`src/rtl/can_fe_pkg.sv`:
```
package can_fe_pkg;

    typedef enum logic {
        SRC_OSC = 1'b0,
        SRC_BUS = 1'b1
    } clk_src_e;

    function automatic logic vote3(input logic a, input logic b, input logic c);
        return (a & b) | (a & c) | (b & c);
    endfunction

endpackage

```
`src/rtl/can_fe_cfg.sv`:
```
module can_fe_cfg
    import can_fe_pkg::*;
#(
    parameter int PRESC_W  = 8,
    parameter int SEG1_W   = 4,
    parameter int SEG2_W   = 3,
    parameter int SEG1_RST = 3,
    parameter int SEG2_RST = 2
) (
    input  logic                clk,
    input  logic                rst_n,
    input  logic                mode_freeze,
    input  logic                mode_disable,
    input  logic                we,
    input  logic                w_src,
    input  logic                w_triple,
    input  logic                w_loop,
    input  logic [PRESC_W-1:0]  w_presc,
    input  logic [SEG1_W-1:0]   w_seg1,
    input  logic [SEG2_W-1:0]   w_seg2,
    output clk_src_e            src,
    output logic                triple,
    output logic                loop,
    output logic [PRESC_W-1:0]  presc,
    output logic [SEG1_W-1:0]   seg1,
    output logic [SEG2_W-1:0]   seg2
);

    typedef struct packed {
        clk_src_e              src;
        logic                  triple;
        logic                  loop;
        logic [PRESC_W-1:0]    presc;
        logic [SEG1_W-1:0]     seg1;
        logic [SEG2_W-1:0]     seg2;
    } cfg_t;

    cfg_t cfg_d, cfg_q;

    always_comb begin
        cfg_d = cfg_q;
        if (we && mode_disable) begin
            cfg_d.src = clk_src_e'(w_src);
        end
        if (we && mode_freeze) begin
            cfg_d.triple = w_triple;
            cfg_d.loop   = w_loop;
            cfg_d.presc  = w_presc;
            cfg_d.seg1   = w_seg1;
            cfg_d.seg2   = w_seg2;
        end
    end

    always_ff @(posedge clk or negedge rst_n) begin
        if (!rst_n) begin
            cfg_q.src    <= SRC_OSC;
            cfg_q.triple <= 1'b0;
            cfg_q.loop   <= 1'b0;
            cfg_q.presc  <= '0;
            cfg_q.seg1   <= SEG1_W'(SEG1_RST);
            cfg_q.seg2   <= SEG2_W'(SEG2_RST);
        end else begin
            cfg_q <= cfg_d;
        end
    end

    assign src    = cfg_q.src;
    assign triple = cfg_q.triple;
    assign loop   = cfg_q.loop;
    assign presc  = cfg_q.presc;
    assign seg1   = cfg_q.seg1;
    assign seg2   = cfg_q.seg2;

    AST_SRC_LOCKED: assert property (@(posedge clk) disable iff (!rst_n)
        !mode_disable |=> $stable(src));

    AST_FREEZE_LOCKED: assert property (@(posedge clk) disable iff (!rst_n)
        !mode_freeze |=> ($stable(triple) && $stable(loop) && $stable(presc)
                          && $stable(seg1) && $stable(seg2)));

endmodule

```
`src/rtl/can_fe_tq.sv`:
```
module can_fe_tq #(
    parameter int PRESC_W = 8,
    parameter int SEG1_W  = 4,
    parameter int SEG2_W  = 3,
    parameter int QW      = 5
) (
    input  logic                clk,
    input  logic                rst_n,
    input  logic                tick,
    input  logic [PRESC_W-1:0]  presc,
    input  logic [SEG1_W-1:0]   seg1,
    input  logic [SEG2_W-1:0]   seg2,
    input  logic                eff_rx,
    input  logic                bus_idle,
    output logic                tq_en,
    output logic                at_sp,
    output logic [QW-1:0]       q_idx
);

    typedef struct packed {
        logic [PRESC_W-1:0] pre;
        logic [QW-1:0]      q;
        logic               prev;
    } tq_t;

    tq_t st_d, st_q;
    logic          sync_req;
    logic [QW-1:0] sp_idx;
    logic [QW-1:0] last_idx;

    always_comb begin
        sp_idx   = QW'(seg1) + QW'(1);
        last_idx = QW'(seg1) + QW'(seg2) + QW'(2);
        sync_req = bus_idle && st_q.prev && !eff_rx;
        tq_en    = tick && !sync_req && (st_q.pre >= presc);
        at_sp    = tq_en && (st_q.q == sp_idx);

        st_d      = st_q;
        st_d.prev = eff_rx;
        if (sync_req) begin
            st_d.pre = '0;
            st_d.q   = '0;
        end else if (tq_en) begin
            st_d.pre = '0;
            st_d.q   = (st_q.q >= last_idx) ? '0 : st_q.q + QW'(1);
        end else if (tick) begin
            st_d.pre = st_q.pre + PRESC_W'(1);
        end
    end

    always_ff @(posedge clk or negedge rst_n) begin
        if (!rst_n) begin
            st_q.pre  <= '0;
            st_q.q    <= '0;
            st_q.prev <= 1'b1;
        end else begin
            st_q <= st_d;
        end
    end

    assign q_idx = st_q.q;

    AST_SYNC_RESTART: assert property (@(posedge clk) disable iff (!rst_n)
        (bus_idle && !eff_rx && st_q.prev) |=> (q_idx == '0 && st_q.pre == '0));

    AST_PRESC_IDLE: assert property (@(posedge clk) disable iff (!rst_n)
        (!tick && !sync_req) |=> $stable(q_idx));

endmodule

```
`src/rtl/can_fe_sampler.sv`:
```
module can_fe_sampler
    import can_fe_pkg::*;
(
    input  logic clk,
    input  logic rst_n,
    input  logic tq_en,
    input  logic at_sp,
    input  logic eff_rx,
    input  logic triple,
    input  logic ack_force,
    output logic rx_bit,
    output logic rx_valid
);

    typedef struct packed {
        logic [1:0] hist;
        logic       bit_v;
        logic       vld;
    } smp_t;

    smp_t s_d, s_q;
    logic decided;

    always_comb begin
        decided = triple ? vote3(s_q.hist[1], s_q.hist[0], eff_rx) : eff_rx;
        if (ack_force) begin
            decided = 1'b0;
        end

        s_d     = s_q;
        s_d.vld = 1'b0;
        if (tq_en) begin
            s_d.hist = {s_q.hist[0], eff_rx};
        end
        if (at_sp) begin
            s_d.bit_v = decided;
            s_d.vld   = 1'b1;
        end
    end

    always_ff @(posedge clk or negedge rst_n) begin
        if (!rst_n) begin
            s_q.hist  <= 2'b11;
            s_q.bit_v <= 1'b1;
            s_q.vld   <= 1'b0;
        end else begin
            s_q <= s_d;
        end
    end

    assign rx_bit   = s_q.bit_v;
    assign rx_valid = s_q.vld;

    AST_SINGLE_FOLLOW: assert property (@(posedge clk) disable iff (!rst_n)
        (at_sp && !triple && !ack_force) |=> (rx_bit == $past(eff_rx)));

    AST_BIT_HOLD: assert property (@(posedge clk) disable iff (!rst_n)
        !at_sp |=> $stable(rx_bit));

endmodule

```
`src/rtl/can_bit_frontend.sv`:
```
module can_bit_frontend
    import can_fe_pkg::*;
#(
    parameter int PRESC_W  = 8,
    parameter int SEG1_W   = 4,
    parameter int SEG2_W   = 3,
    parameter int SEG1_RST = 3,
    parameter int SEG2_RST = 2
) (
    input  logic               clk,
    input  logic               rst_n,
    input  logic               bus_ce,
    input  logic               osc_ce,
    input  logic               mode_freeze,
    input  logic               mode_disable,
    input  logic               cfg_we,
    input  logic               cfg_src,
    input  logic               cfg_triple,
    input  logic               cfg_loop,
    input  logic [PRESC_W-1:0] cfg_presc,
    input  logic [SEG1_W-1:0]  cfg_seg1,
    input  logic [SEG2_W-1:0]  cfg_seg2,
    input  logic               tx_bit,
    input  logic               ack_slot,
    input  logic               bus_idle,
    input  logic               rx_pin,
    output logic               tx_pin,
    output logic               rx_bit,
    output logic               rx_valid
);

    localparam int QW = $clog2((2 ** SEG1_W) + (2 ** SEG2_W) + 1);

    clk_src_e           src_sel;
    logic               triple_on;
    logic               loop_on;
    logic [PRESC_W-1:0] presc_v;
    logic [SEG1_W-1:0]  seg1_v;
    logic [SEG2_W-1:0]  seg2_v;
    logic               tick;
    logic               eff_rx;
    logic               tq_en;
    logic               at_sp;
    logic [QW-1:0]      q_idx;
    logic               ack_force;

    can_fe_cfg #(
        .PRESC_W(PRESC_W), .SEG1_W(SEG1_W), .SEG2_W(SEG2_W),
        .SEG1_RST(SEG1_RST), .SEG2_RST(SEG2_RST)
    ) u_cfg (
        .clk(clk), .rst_n(rst_n),
        .mode_freeze(mode_freeze), .mode_disable(mode_disable),
        .we(cfg_we), .w_src(cfg_src), .w_triple(cfg_triple), .w_loop(cfg_loop),
        .w_presc(cfg_presc), .w_seg1(cfg_seg1), .w_seg2(cfg_seg2),
        .src(src_sel), .triple(triple_on), .loop(loop_on),
        .presc(presc_v), .seg1(seg1_v), .seg2(seg2_v)
    );

    always_comb begin
        tick      = (src_sel == SRC_BUS) ? bus_ce : osc_ce;
        eff_rx    = loop_on ? tx_bit : rx_pin;
        tx_pin    = loop_on ? 1'b1 : tx_bit;
        ack_force = loop_on && ack_slot;
    end

    can_fe_tq #(
        .PRESC_W(PRESC_W), .SEG1_W(SEG1_W), .SEG2_W(SEG2_W), .QW(QW)
    ) u_tq (
        .clk(clk), .rst_n(rst_n), .tick(tick),
        .presc(presc_v), .seg1(seg1_v), .seg2(seg2_v),
        .eff_rx(eff_rx), .bus_idle(bus_idle),
        .tq_en(tq_en), .at_sp(at_sp), .q_idx(q_idx)
    );

    can_fe_sampler u_smp (
        .clk(clk), .rst_n(rst_n), .tq_en(tq_en), .at_sp(at_sp),
        .eff_rx(eff_rx), .triple(triple_on), .ack_force(ack_force),
        .rx_bit(rx_bit), .rx_valid(rx_valid)
    );

    AST_VALID_AT_SP: assert property (@(posedge clk) disable iff (!rst_n)
        rx_valid |-> $past(at_sp));

    AST_ACK_DOMINANT: assert property (@(posedge clk) disable iff (!rst_n)
        (at_sp && loop_on && ack_slot) |=> (rx_valid && !rx_bit));

    AST_SP_INDEX: assert property (@(posedge clk) disable iff (!rst_n)
        at_sp |-> (q_idx == QW'(seg1_v) + QW'(1)));

endmodule

```
`config.mk`:
```
export PLATFORM = sky130hd
export DESIGN_NAME = can_bit_frontend
export DESIGN_NICKNAME = d
export VERILOG_FILES = /design/src/rtl/can_fe_pkg.sv /design/src/rtl/can_fe_cfg.sv /design/src/rtl/can_fe_tq.sv /design/src/rtl/can_fe_sampler.sv /design/src/rtl/can_bit_frontend.sv
export SDC_FILE = /design/constraint.sdc
export NUM_CORES = 1
export LEC_CHECK = 0
export BUFFER_PORTS_ARGS = -buffer_cell sky130_fd_sc_hd__clkbuf_2
export CAP_MARGIN = 20
export CORE_UTILIZATION = 51
export CTS_CLUSTER_SIZE = 25
export DETAILED_ROUTE_END_ITERATION = 6
export GPL_ROUTABILITY_DRIVEN = 0
export GPL_TIMING_DRIVEN = 1
export MAX_ROUTING_LAYER = met4
export PLACE_DENSITY = 0.84
export SLEW_MARGIN = 20
export SYNTH_ARGS = -nofsm -noshare
export SYNTH_HDL_FRONTEND = slang
export SYNTH_SLANG_ARGS = --single-unit
```
`constraint.sdc`:
```
create_clock -name clk -period 2.3 [get_ports clk]
set_input_delay 0.115 -clock clk [delete_from_list [all_inputs] [get_ports clk]]
set_output_delay 0.115 -clock clk [all_outputs]
set_load 0.01 [all_outputs]
```
==> metrics.md, run 1 <==
| Metric | Value |
|---|---|
| Vias in the first global route | `approximately 1,600` |
| Peak supply drop | `0.577 mV` |
| Placed cell count | `around 290` |
| Vias per cell | `5.41` |
| Mean Syn Cell Area | `10.8 µm²` |
| Slew @ Worst Pin | `between 0.8 and 0.9 ns` |
| Yosys top cell area share | `around 34%` |
| Dpl hpwl | `approximately 3200 µm` |
| Pwr dens | `between 700 and 800 mW/mm²` |
| CTS tree | `done` |
| Htree depth | `2` |
| Maximum fanout along the worst path | `5` |
| Post-layout minimum cycle time | `roughly 2.6 ns` |
| Period utilization | `112%` |
| TritonRoute pass-1 iters | `6` |
| Effective utilization at floorplan | `roughly 53%` |
| Top post-synthesis cells by area | `dfrtp_1 (34%), ha_1 (13%), mux2_2 (9.5%)` |
| Final total power | `2.04 mW` |
| Routed len/inst | `about 14 µm` |
| Root Driver | `clkbuf_8` |
| Area leader, netlist | `dfrtp_1` |
| Worst min path class | `in2reg` |
| Final setup viols | `5` |
| Final wirelength | `roughly 4200 µm` |
| CORE AREA | `~0.004 mm²` |
| Status | `finished with violations` |
| Share of post-route cells with drive strength above 1 | `approximately two fifths` |
| Worst setup path endpoint | `u_tq.q_idx[0]` |
| Unique cell type count in the Yosys netlist | `38` |
| Pint | `around 1.4 mW` |
| Initial DRC count | `about 40` |
| Clock sinks | `36` |
| Gr usage total | `between 20% and 30%` |
| Sequential share of power | `around 41%` |
| Fmax | `roughly 390 MHz` |
| Max incr delay on CP | `0.53 ns` |
| Cells along the critical path | `inv_2, ha_4, inv_2, ha_4, fa_2, inv_2, ha_4, o21ai_2, o21ai_1, o211ai_1, nand3_2, mux2i_1` |
| CTS clock-pin slew for the worst setup and hold paths | `0.07 ns` |
| RSZ-0062 raised after global routing | `yes` |
| Routed vias | `between 1,500 and 2,000` |
| Count of final hold-check violations | `0` |
| Non-Filler Instances | `about 300` |
| FF-to-FF Start | `u_cfg.seg2[1]` |
| Req. time, crit path | `2.44 ns` |
| Met2 Wirelength | `around 2000 µm` |
| CP startpoint | `u_cfg.seg2[1]` |
| Total global routing overflow | `0` |
| Clock power frac | `roughly 23%` |
| Total CTS buffers | `5` |
| Die Y | `around 67 µm` |
| Initial antenna violation count | `0` |
| First-pass GRT wire length | `about 7100 µm` |
| Layout Nets | `a little under 300` |
| DIE WIDTH | `66.7 µm` |
| R2R cell count | `12` |
| Clk_lat worst skew | `a little under 0.3 ns` |
| Inserted Diodes | `0` |
| CP endpoint kind | `flip-flop` |
| Cell area after layout | `0.00260 mm²` |
| I/O pins | `32` |
| Filler instances | `approximately 330` |
| Mapped Nets | `250` |
| Hold Path Depth | `2` |
| Setup slack after layout | `-0.284 ns` |
| Synthesis-stage register bit count | `36` |
| Cells after Synth | `197` |
| CTS max path bufs | `2` |
| Slowest-stage cell, CP | `dfstp_2` |
| Pre-CTS WS | `-0.371 ns` |
| Residual DRC count | `2` |
| DR top layer | `met4` |
| Startpoint Class | `flip-flop` |
| Max Slew Vio Count | `0` |
| DRT met1 WL | `slightly below 2000 µm` |
| Area of the mapped netlist | `0.00213 mm²` |
| Antenna Nets Post-Route | `0` |
| Yosys warns | `0` |
| IO buf count | `31` |
| Post-route core utilization | `64.9%` |
| Failing checks | `DRC, setup timing` |
| Sw Share | `around 34%` |
| Leakage | `about 1.2 nW` |
| Setup CP Type | `reg2reg` |
| Skew final | `slightly above 0.009 ns` |
| MaxCap Viol Count | `0` |
| Largest net degree at the start of global routing | `37` |
| R2R Setup Slk | `-0.28 ns` |
| Area grow syn2layout | `21.7%` |
| Crit path DAT | `between 2 and 3 ns` |
| Std cell rows | `23` |
| Sw power | `687 µW` |
| Die Footprint | `~0.0044 mm²` |
| Met3 Routed Length | `~220 µm` |
| Post-DP Area | `between 0.002 and 0.0025 mm²` |
| Seq/Total Area, Yosys | `a little over two fifths` |
| Gate power share | `35.5%` |
| R2R Path End | `u_tq.q_idx[0]` |
| Max_slew headroom | `roughly two fifths` |
synthesized netlist by cell type, drive strengths merged:
cell type,number
mux2i,3
o221ai,2
nand4,8
nand3,9
xor2,7
fa,1
o31a,1
clkbuf,1
buf,1
o21bai,1
dfstp,7
or2,1
inv,24
a2111oi,2
xnor2,7
o22ai,3
nor2,11
o21a,2
nor3,1
dfrtp,29
a21o,1
and3,2
a21oi,8
o31ai,1
nand2,10
o211ai,1
nor2b,1
o21ai,6
ha,23
mux2,19
nand2b,2
a31oi,1
nor3b,1
final cells by class:
type | instances | area (µm²) | share of cell area (%)
Multi-Input combinational cell | 135 | 1190 | 46.0
Timing Repair Buffer | 43 | 248 | 9.54
Clock buffer | 7 | 86.3 | 3.32
Inverter | 24 | 90.1 | 3.47
Tap cell | 50 | 62.6 | 2.41
Clock inverter | 1 | 7.51 | 0.289
Sequential cell | 36 | 910 | 35.0
flip-flops by register name, summed over array words and instances (netlist names):
name and cells:
u_cfg.loop 1, u_cfg.presc 8, u_cfg.seg1 4, u_cfg.seg2 3, u_cfg.src 1, u_cfg.triple 1, u_smp.rx_bit 1, u_smp.rx_valid 1
u_smp.s_q 2, u_tq.q_idx 5, u_tq.st_q 9
power groups by stage:
stage,clock [mW],combinational (mW),sequential (mW)
4_1_cts,0.489,0.720,0.845
2_1_floorplan,0,0.461,0.846
5_1_grt,0.505,0.825,0.862
3_5_place_dp,0,0.693,0.853
6_report,0.473,0.725,0.846
3_3_place_gp,0,0.645,0.848
metrics by stage:
stage               hold WS [ns]  setup TNS [ns]
finish                    0.0462           -1.32
CTS                       0.0409           -1.33
detailed placement         0.277           -1.76
global route              0.0414           -1.93
global placement           0.271           -1.07
floorplan                 -0.181          -0.730
cells by family (layout without fill, tap and decap cells):
group | after synthesis | count (layout) | share of synthesized area, %
flip-flops | 36 | 36 | 42.6
AND/OR/NAND/NOR | 46 | 46 | 10.5
buffers and inverters | 26 | 75 | 4.63
multiplexers | 22 | 22 | 11.6
XOR/XNOR | 14 | 14 | 5.74
adder cells (fa/ha/maj) | 24 | 24 | 14.4
AO/OA/AOI/OAI | 29 | 29 | 10.5
critical path, delay by kind of cell (launching register included):
family                   cells  cell delay, ns
flip-flops                   1            0.53
buffers and inverters        3            0.13
adder cells (fa/ha/maj)      4            1.17
AND/OR/NAND/NOR              1            0.19
AO/OA/AOI/OAI                3            0.31
multiplexers                 1            0.09
layer usage:
| layer | vias up | global-route usage [%] |
|---|---|---|
| li1 | 786 | - |
| met1 | 761 | 27.2 |
| met2 | 44 | 34.6 |
| met3 | 10 | 5.99 |
| met4 | 0 | 11.4 |
| met5 | - | - |
layout by cell type (no fill, tap or decap), types with 3 or more instances in the layout:
master     n
o21ai_0    3
nand4_1    8
clkbuf_2  31
inv_2      5
ha_1      20
nor2_1    11
ha_4       3
xor2_1     7
buf_4     11
nand3_1    8
a21oi_1    8
xnor2_1    7
nand2_1   10
mux2_2    18
dfstp_2    7
mux2i_1    3
inv_1     19
clkbuf_8   6
dfrtp_1   29
how the worst min path moves through the flow:
stage                             from             end  slack [ns]
after floorplan                  rst_n      u_cfg.loop       -0.18
after global placement           rst_n   u_tq.st_q[12]        0.27
after detailed placement         rst_n       u_cfg.src        0.28
after CTS                 cfg_presc[2]  u_cfg.presc[2]        0.04
after global routing      cfg_presc[6]  u_cfg.presc[6]        0.04
final                     cfg_presc[2]  u_cfg.presc[2]        0.05
repair_timing:
item | CTS | global route
pin swaps | 7 | 3
hold buffers | 1 | 0
resized for setup | 6 | 2
buffers inserted | 0 | 0
setup endpoints to repair | 8 | 5
endpoints found under the hold margin | 29 | 0
Note: power is estimated with default switching activity, not from simulation.
==> run 2: changes to the inputs <==
--- a/config.mk
+++ b/config.mk
@@ -6,7 +6,7 @@
 export NUM_CORES = 1
 export LEC_CHECK = 0
 export BUFFER_PORTS_ARGS = -buffer_cell sky130_fd_sc_hd__clkbuf_2
-export CAP_MARGIN = 20
+export CAP_MARGIN = 15
 export CORE_UTILIZATION = 51
 export CTS_CLUSTER_SIZE = 25
 export DETAILED_ROUTE_END_ITERATION = 6
==> constraint.sdc (replaced) <==
create_clock -name clk -period 2.2 [get_ports clk]
set_input_delay 0.11 -clock clk [delete_from_list [all_inputs] [get_ports clk]]
set_output_delay 0.11 -clock clk [all_outputs]
set_load 0.01 [all_outputs]
==> run 2 against run 1 <==
The flow finishes with violations (setup timing). Non-clock buffer count increased by 3. Worst hold slack got worse by 0.00096 ns. Global-route usage hardly changed. Clock power is 8.2% higher. First-iteration DRC count increased to 2.7 times the previous value. Wire length is 5.9% higher. Final cell count increased by 1.0%. Clock-buffer cell count grew 1. Cell area is 2.3% higher. Worst setup slack lost 0.15 ns. Critical endpoint is now u_tq.q_idx[3]. Largest power group unchanged. Highest routed layer unchanged.
==> metrics.md, run 2 (same netlist as run 1, synthesis figures left out) <==
| Metric | Value |
|---|---|
| Vias in the first global route | `1,609 (+1.4%)` |
| Req. time, crit path | `2.37 ns (-0.07 ns)` |
| Post-route core utilization | `66.4% (+1.5 points)` |
| CTS tree | `done` |
| Setup CP Type | `reg2reg` |
| Root Driver | `clkbuf_8` |
| Most frequent cells in the layout | `clkbuf_2 (31), dfrtp_1 (28), ha_1 (20), inv_1 (19), mux2_2 (18)` |
| Initial DRC count | `109 (+170%)` |
| Fmax | `379 MHz (-2.0%)` |
| Failing checks | `setup timing` |
| I/O pins | `32 (unchanged)` |
| Setup TNS | `-1.81 ns (-0.493 ns)` |
| DIE WIDTH | `66.7 µm (unchanged)` |
| Clock sinks | `36 (unchanged)` |
| Max Slew Vio Count | `0 (unchanged)` |
| Slew @ Worst Pin | `0.855 ns (-0.0307 ns)` |
| Status | `finished with violations` |
| Std cell rows | `23 (unchanged)` |
| CP endpoint kind | `flip-flop` |
| First-pass GRT wire length | `7110 µm (+0.69%)` |
| Cell area after layout | `0.00266 mm² (+2.3%)` |
| Skew final | `0.00488 ns (-0.00439 ns)` |
| Count of final hold-check violations | `0 (unchanged)` |
| Dpl hpwl | `3200 µm (-0.47%)` |
| Slowest-stage cell, CP | `dfstp_2` |
| Buf/Inv on CP | `4 (+1)` |
| Reg with most FFs | `u_tq.st_q` |
| Max reg flops | `9 (unchanged)` |
| Layout Nets | `301 (+1.0%)` |
| Largest net degree at the start of global routing | `37 (unchanged)` |
| CTS clock-pin slew for the worst setup and hold paths | `0.07 ns (about the same)` |
| Filler instances | `315 (-5.4%)` |
| Commonest non-fill, non-tap cell in the layout | `clkbuf_2` |
| Leakage | `1.28 nW (+2.5%)` |
| RSZ-0062 raised after global routing | `yes` |
| Die Y | `66.7 µm (unchanged)` |
| TritonRoute pass-1 iters | `4 (-2)` |
| CTS max path bufs | `2 (unchanged)` |
| IO buf count | `31 (unchanged)` |
| Initial antenna violation count | `0 (unchanged)` |
| Non-Filler Instances | `299 (+1.0%)` |
| Total global routing overflow | `0 (unchanged)` |
| Placed cell count | `286 (-0.35%)` |
| Final total power | `2.23 mW (+8.9%)` |
| Residual DRC count | `0 (-2)` |
| Max incr delay on CP | `0.54 ns (about the same)` |
| Htree depth | `2 (unchanged)` |
| Maximum fanout along the worst path | `2 (-3)` |
| CP dominant cell by count | `ha_4` |
| Final wirelength | `4480 µm (+5.9%)` |
| MaxCap Viol Count | `0 (unchanged)` |
| Max_slew headroom | `43.0% (+2.0 points)` |
| Post-layout minimum cycle time | `2.64 ns (+0.0516 ns)` |
| Clk_lat worst skew | `0.29 ns (about the same)` |
| Period utilization | `120% (+7.5 points)` |
| Post-DP Area | `0.00245 mm² (-0.31%)` |
| Tightest hold margin | `0.0453 ns (-0.000961 ns)` |
| Final setup viols | `5 (unchanged)` |
| Inserted Diodes | `0 (unchanged)` |
| Peak supply drop | `0.500 mV (-13%)` |
| Antenna Nets Post-Route | `0 (unchanged)` |
| CP delay by family, top | `adder cells` |
| Worst min path class | `in2reg` |
| Pre-CTS WS | `-0.423 ns (-0.0519 ns)` |
| Area grow syn2layout | `24.4%` |
| Setup slack after layout | `-0.435 ns (-0.152 ns)` |
| Routed len/inst | `15.0 µm (+4.8%)` |
| Die Footprint | `0.00445 mm² (unchanged)` |
| Share of post-route cells with drive strength above 1 | `40.2% (+1.1 points)` |
| Routed vias | `1,647 (+2.9%)` |
| Crit path DAT | `2.81 ns (+0.09 ns)` |
| Cells along the critical path | `inv_2, ha_4, inv_4, ha_4, fa_2, inv_2, ha_4, o21ai_2, o21ai_1, o211ai_1, buf_4, nand4_1, o221ai_2` |
| Pwr dens | `838 mW/mm² (+6.4%)` |
| CORE AREA | `0.00400 mm² (unchanged)` |
| Gr usage total | `22.6% (+0.027 points)` |
| Effective utilization at floorplan | `53.4% (unchanged)` |
| Vias per cell | `5.51 (+1.8%)` |
| Total CTS buffers | `5 (unchanged)` |
| Startpoint Class | `flip-flop` |
-- run 2: cell types whose count changed in the layout (fill, tap and decap cells not counted), sizes merged --
cell | before | now
clkbuf | 38 | 39
buf | 11 | 14
clkinvlp | 1 | 0
-- run 2: repair_timing --
item | in CTS | in global routing
pin swaps | 9 | 5
hold buffers | 1 | 0
setup endpoints to repair | 5 | 10
setup buffers | 2 | 2
resized for setup | 4 | 7
hold endpoints to repair | 29 | 0
-- run 2: power by group --
| part | switching (mW) | internal [mW] |
|---|---|---|
| sequential | 0.101 | 0.797 |
| combinational | 0.408 | 0.408 |
| clock | 0.226 | 0.286 |
| total | 0.735 | 1.49 |
-- run 2: worst paths after layout --
check                         startpoint             end  slack [ns]  cells past startpoint
max                        u_cfg.seg1[1]   u_tq.q_idx[3]       -0.44                     13
min                         cfg_presc[2]  u_cfg.presc[2]        0.05                      2
max reg2reg                u_cfg.seg1[1]   u_tq.q_idx[3]       -0.44                     13
min reg2reg                 u_smp.s_q[2]    u_smp.s_q[3]        0.51                      2
max in group asynchronous          rst_n    u_tq.st_q[9]        1.16                      2
min in group asynchronous          rst_n       u_cfg.src        0.46                      2
-- run 2: area by class of cell --
cell class              count  area, µm²  area share (%)
well taps                  50       62.6            2.36
multi-input cells         135       1210            45.5
flip-flops and latches     36        911            34.3
inverters                  24       92.6            3.49
clock buffers               8        100            3.77
repair buffers             46        283            10.6
-- run 2: worst reg2reg max path: stages, from the launching register on --
cell      delay [ns]
dfstp_2         0.54
inv_2           0.04
ha_4            0.26
inv_4           0.03
ha_4            0.15
fa_2            0.52
inv_2           0.04
ha_4            0.25
o21ai_2         0.04
o21ai_1         0.12
o211ai_1        0.14
buf_4           0.17
nand4_1         0.11
o221ai_2        0.10
-- run 2: per-layer routing --
| metal | vias to the layer above | part of all wire [%] | GRT usage [%] |
|---|---|---|---|
| li1 | 792 | - | - |
| met1 | 797 | 43 | 28.2 |
| met2 | 50 | 51 | 35.4 |
| met3 | 8 | 4.4 | 4.45 |
| met4 | 0 | 1.7 | 10.1 |
| met5 | - | 0 | - |
